<file path="config.mk">
export PLATFORM = sky130hd
export DESIGN_NAME = exc_resolver
export DESIGN_NICKNAME = d
export VERILOG_FILES = /design/src/rtl/exc_resolver.sv
export SDC_FILE = /design/constraint.sdc
export NUM_CORES = 1
export LEC_CHECK = 0
export BUFFER_PORTS_ARGS = -buffer_cell sky130_fd_sc_hd__buf_4
export CORE_ASPECT_RATIO = 1.4
export CORE_MARGIN = 3
export CORE_UTILIZATION = 45
export CTS_CLUSTER_DIAMETER = 50
export CTS_CLUSTER_SIZE = 28
export DETAILED_ROUTE_END_ITERATION = 10
export PLACE_DENSITY = 0.77
export SLEW_MARGIN = 0
export SYNTH_ARGS = -nofsm -noshare
export SYNTH_HDL_FRONTEND = slang
export SYNTH_SLANG_ARGS = --single-unit
</file>
<file path="constraint.sdc">
create_clock -name clk -period 3.1 [get_ports clk]
set_input_delay 0.775 -clock clk [delete_from_list [all_inputs] [get_ports clk]]
set_output_delay 0.775 -clock clk [all_outputs]
set_load 0.01 [all_outputs]
</file>
<file path="src/rtl/exc_resolver.sv">
module exc_resolver #(
  parameter int NXFER = 2,
  parameter int NKIND = 4,
  parameter int CW    = 4
) (
  input  logic                   clk,
  input  logic                   rst,
  input  logic                   sample,
  input  logic                   paired,
  input  logic                   br_lvl1,
  input  logic [NXFER*NKIND-1:0] br_mem,
  input  logic                   br_cmp2,
  input  logic                   br_lvl3,
  input  logic                   br_lvl4,
  input  logic                   sl_lvl1,
  input  logic [NXFER*NKIND-1:0] sl_mem,
  input  logic                   sl_cmp2,
  input  logic                   sl_lvl3,
  input  logic                   sl_lvl4,
  output logic                   exc_valid,
  output logic [CW-1:0]          exc_cause,
  output logic                   exc_owner,
  output logic [(NXFER>1 ? $clog2(NXFER) : 1)-1:0] exc_xfer,
  output logic                   exc_tie,
  output logic                   lr_block,
  output logic                   lr_undef
);
  localparam int MW = NXFER * NKIND;
  localparam int XW = NXFER > 1 ? $clog2(NXFER) : 1;
  localparam int KW = NKIND > 1 ? $clog2(NKIND) : 1;
  localparam int RW = 1 + XW + KW;
  localparam logic [CW-1:0] C_L1   = CW'(1);
  localparam int            C_MEM  = 2;
  localparam logic [CW-1:0] C_CMP2 = CW'(NKIND + 2);
  localparam logic [CW-1:0] C_L3   = CW'(NKIND + 3);
  localparam logic [CW-1:0] C_L4   = CW'(NKIND + 4);

  function automatic logic [RW-1:0] first_mem(input logic [MW-1:0] m);
    logic [RW-1:0] r;
    r = '0;
    for (int i = MW - 1; i >= 0; i--)
      if (m[i]) r = {1'b1, XW'(i / NKIND), KW'(i % NKIND)};
    return r;
  endfunction

  logic [RW-1:0]   bm, sm;
  logic [CW-1:0]   n_cause;
  logic            n_owner, n_tie, n_reexec;
  logic [XW-1:0]   n_xfer;

  assign bm = first_mem(br_mem);
  assign sm = first_mem(sl_mem);

  always_comb begin
    n_cause  = '0;
    n_owner  = 1'b0;
    n_xfer   = '0;
    n_tie    = 1'b0;
    n_reexec = 1'b0;
    if (br_lvl1) begin
      n_cause  = C_L1;
      n_reexec = 1'b1;
    end else if (bm[RW-1]) begin
      n_cause  = CW'(C_MEM + int'(bm[KW-1:0]));
      n_xfer   = bm[KW +: XW];
      n_reexec = 1'b1;
    end else if (paired && sl_lvl1) begin
      n_cause  = C_L1;
      n_owner  = 1'b1;
      n_reexec = 1'b1;
    end else if (paired && sm[RW-1]) begin
      n_cause  = CW'(C_MEM + int'(sm[KW-1:0]));
      n_xfer   = sm[KW +: XW];
      n_owner  = 1'b1;
      n_reexec = 1'b1;
    end else if (br_cmp2) begin
      n_cause  = C_CMP2;
    end else if (paired && sl_cmp2) begin
      n_cause  = C_CMP2;
      n_owner  = 1'b1;
    end else if (br_lvl3 || (paired && sl_lvl3)) begin
      n_cause  = C_L3;
      n_owner  = ~br_lvl3;
      n_tie    = br_lvl3 & paired & sl_lvl3;
    end else if (br_lvl4 || (paired && sl_lvl4)) begin
      n_cause  = C_L4;
      n_owner  = ~br_lvl4;
      n_tie    = br_lvl4 & paired & sl_lvl4;
    end
  end

  always_ff @(posedge clk) begin
    if (rst) begin
      exc_valid <= 1'b0;
      exc_cause <= '0;
      exc_owner <= 1'b0;
      exc_xfer  <= '0;
      exc_tie   <= 1'b0;
      lr_block  <= 1'b0;
      lr_undef  <= 1'b0;
    end else if (sample) begin
      exc_valid <= n_cause != '0;
      exc_cause <= n_cause;
      exc_owner <= n_owner;
      exc_xfer  <= n_xfer;
      exc_tie   <= n_tie;
      lr_block  <= paired && (n_cause != '0) && !(n_owner && n_reexec);
      lr_undef  <= paired && n_owner && n_reexec;
    end
  end
endmodule


</file>
==> impl_metrics.yaml <==
worst_hold_path:
  holdCritPathClass: "reg -> reg"
yosys:
  syn_inst: 106
  synth.avg_cell_area_sq_um: 7.78
  synth_top_family_by_area: "compound AO/OA/AOI/OAI gates"
  synth_cell_types: 36
  synthMuxAreaShare_pct: 2.58
  yosysTopAreaCell: "dfxtp_1"
  seq_area_frac_synth_pct: 24.3
  synth_fp_nets: 134
  ys_ff_latch: 10
  synth_area_leaders: "dfxtp_1 24%, a21oi_1 9.1%, nor2_1 7.7%, o41ai_2 5.9%, nor4_4 5.2%"
  synthAdderAreaFrac_pct: 0
  synth_warnings: 0
  syn_area_sq_um: 825
  synth_compound_area_share_pct: 34.6
  netlist.area_leader.share_pct: 24.3
  synth-simple-area-share_pct: 33.1
  synth_xor_area_share_pct: 0
pwr:
  irDropWorstVdd_v: 0.000291
  powerDensity_mw_per_mm2: 307
  leakage_nw: 0.479
  finalPower_uw: 351
clocking:
  htreeDepth: 1
  path_clk_slew_ps: 60
  cts_root_buf: "clkbuf_4"
  cts_resized: 0
  post_cts_buffers: 0
  cts_hold_buffers: 0
  clk_path_buf_depth: 2
  clock_latency_ps: 270
  numCtsBuffers: 3
  cts_tree: "built"
  cts.sinks: 10
drt:
  dr_total_vias: 947
  drc: 0
  postRouteAntennaNets: 0
  routedWlPerCell_um: 13.1
  wl_um: 2110
  vias_per_cell: 5.88
  dr.pass1.iters: 4
  drt-initial-drc-count: 20
critical_path:
  cpMostUsedCell: "o41ai_2"
  critical-path-slowest-cell: "or4b_4"
  crit_family: "compound AO/OA/AOI/OAI gates"
  cpPeakStageDelay_ps: 570
  cp.buffers_inverters: 1
  cp.required_ps: 3280
  cp_max_fo: 3
  crit_type: "in -> reg"
  startpoint_type: "primary input"
  path_cells: "buf_4, o41ai_2, nand4_2, or4b_4, o311ai_2, nor4_2, o41ai_2"
  endpoint_kind: "flop"
  arrival_ps: 2570
global_route:
  gr-total-overflow: 0
  antenna_found_initial: 0
  grt.total_usage_pct: 18.6
  grt_pass1_wl_um: 3580
  grt_pass1_vias: 886
  grt_start_max_net_pins: 18
timing:
  rsz0062_at_grt: "false"
  fmax_mhz: 419
  worst_slack_ps: 711
  setup_viol: 0
  whs_ps: 470
  period_needed_ps: 2390
  setup-tns-final_ps: 0
  fin_skew_ps: 0
  final_hold_viol_count: 0
  period_share_pct: 77.1
  tightest_slew_ps: 369
  slew_headroom_pct: 75.1
  maxSlewViolCount: 0
finish:
  fin_nets: 171
  layout-drive-gt1-share_pct: 38.0
  area_growth_pct: 38.7
  antenna_cells: 0
  utilization_pct: 68.9
run_status:
  run_status: "complete, no violations"
die:
  die_area_sq_mm: 0.00239
  core.rowCount: 17
  die_height_um: 56.7
  core_area_sq_mm: 0.00166
  initial_core_util_pct: 49.7
  pin_count: 38
  chipWidth_um: 42.2
place:
  dpl.hpwl_um: 1750
  place_ws_ps: 442
  port_buffers: 37
  gp_congestion: 0.873
flow_run:
  drv_cap: 0
[cells by family after synthesis]
logic type | after synthesis
AND/OR/NAND/NOR | 44
buffers and inverters | 12
multiplexers | 2
AO/OA/AOI/OAI | 38
flip-flops | 10
[synthesized netlist by cell type, drive strengths merged]
| master | instances |
|---|---|
| a211o | 1 |
| a211oi | 2 |
| a21oi | 15 |
| a31o | 1 |
| a41oi | 1 |
| clkbuf | 5 |
| dfxtp | 10 |
| inv | 7 |
| mux2 | 1 |
| mux2i | 1 |
| nand2 | 5 |
| nand2b | 5 |
| nand3 | 3 |
| nand3b | 1 |
| nand4 | 1 |
| nand4b | 1 |
| nor2 | 17 |
| nor2b | 1 |
| nor3 | 3 |
| nor3b | 1 |
| nor4 | 4 |
| o211ai | 1 |
| o21a | 1 |
| o21ai | 3 |
| o21bai | 2 |
| o221a | 1 |
| o311ai | 2 |
| o31a | 1 |
| o31ai | 4 |
| o41ai | 3 |
| or3b | 1 |
| or4b | 1 |
[metrics by stage]
stage	instance area [sq um]	cells
4_1_cts	1140	161
5_1_grt	1140	161
2_1_floorplan	825	106
3_3_place_gp	1110	157
6_report	1140	161
3_5_place_dp	1110	157
[final timing paths]
check,from,endpoint,slack (ps),cells after the start
max,sl_mem[6],lr_block,710,7
min,exc_xfer,exc_xfer,470,2
max reg2reg,lr_block,lr_block,2160,2
min reg2reg,exc_xfer,exc_xfer,470,2
[registers in the layout, summed over array words and instances, names as in the netlist]
| name | flops |
|---|---|
| lr_block | 1 |
| exc_valid | 1 |
| exc_cause | 4 |
| exc_owner | 1 |
| exc_tie | 1 |
| lr_undef | 1 |
| exc_xfer | 1 |
[tightest hold or removal path: cells and delay by family, from the launching register on]
kind	cells	cell delay, ps
AOI/OAI and AO/OA	1	50
DFF	1	310
and+or+nand+nor	1	60
[metal layers]
metal	global-route usage [%]	wire, um	share of wire, %	vias up
met1	21.0	832	39	437
met3	4.17	112	5.3	8
met5	0	0	0	-
met2	32.5	1100	52	32
li1	-	-	-	470
met4	8.00	57	2.7	0
[final cells by class]
| type | instances | area, sq um |
|---|---|---|
| Multi-Input combinational cell | 84 | 579 |
| Fill cell | 153 | 515 |
| Timing Repair Buffer | 37 | 278 |
| Sequential cell | 10 | 200 |
| Clock buffer | 4 | 36.3 |
| Inverter | 7 | 26.3 |
| Tap cell | 19 | 23.8 |
[placed cells by master, fill, tap and decap left out, types with 3 or more instances in the layout]
cell type,Yosys,routed
buf_4,0,37
nor2_1,17,17
a21oi_1,15,15
dfxtp_1,10,10
inv_1,7,7
nand2b_1,5,5
o31ai_1,4,4
nand2_1,4,4
o41ai_2,3,3
o21ai_0,3,3
nand3_1,3,3
nor3_1,3,3
clkbuf_4,0,3
[report_power, final]
part           switching, mW  internal (mW)
Combinational         0.0506         0.0491
Clock                 0.0446         0.0714
Sequential           0.00216          0.133
Note: power is estimated with default switching activity, not from simulation.
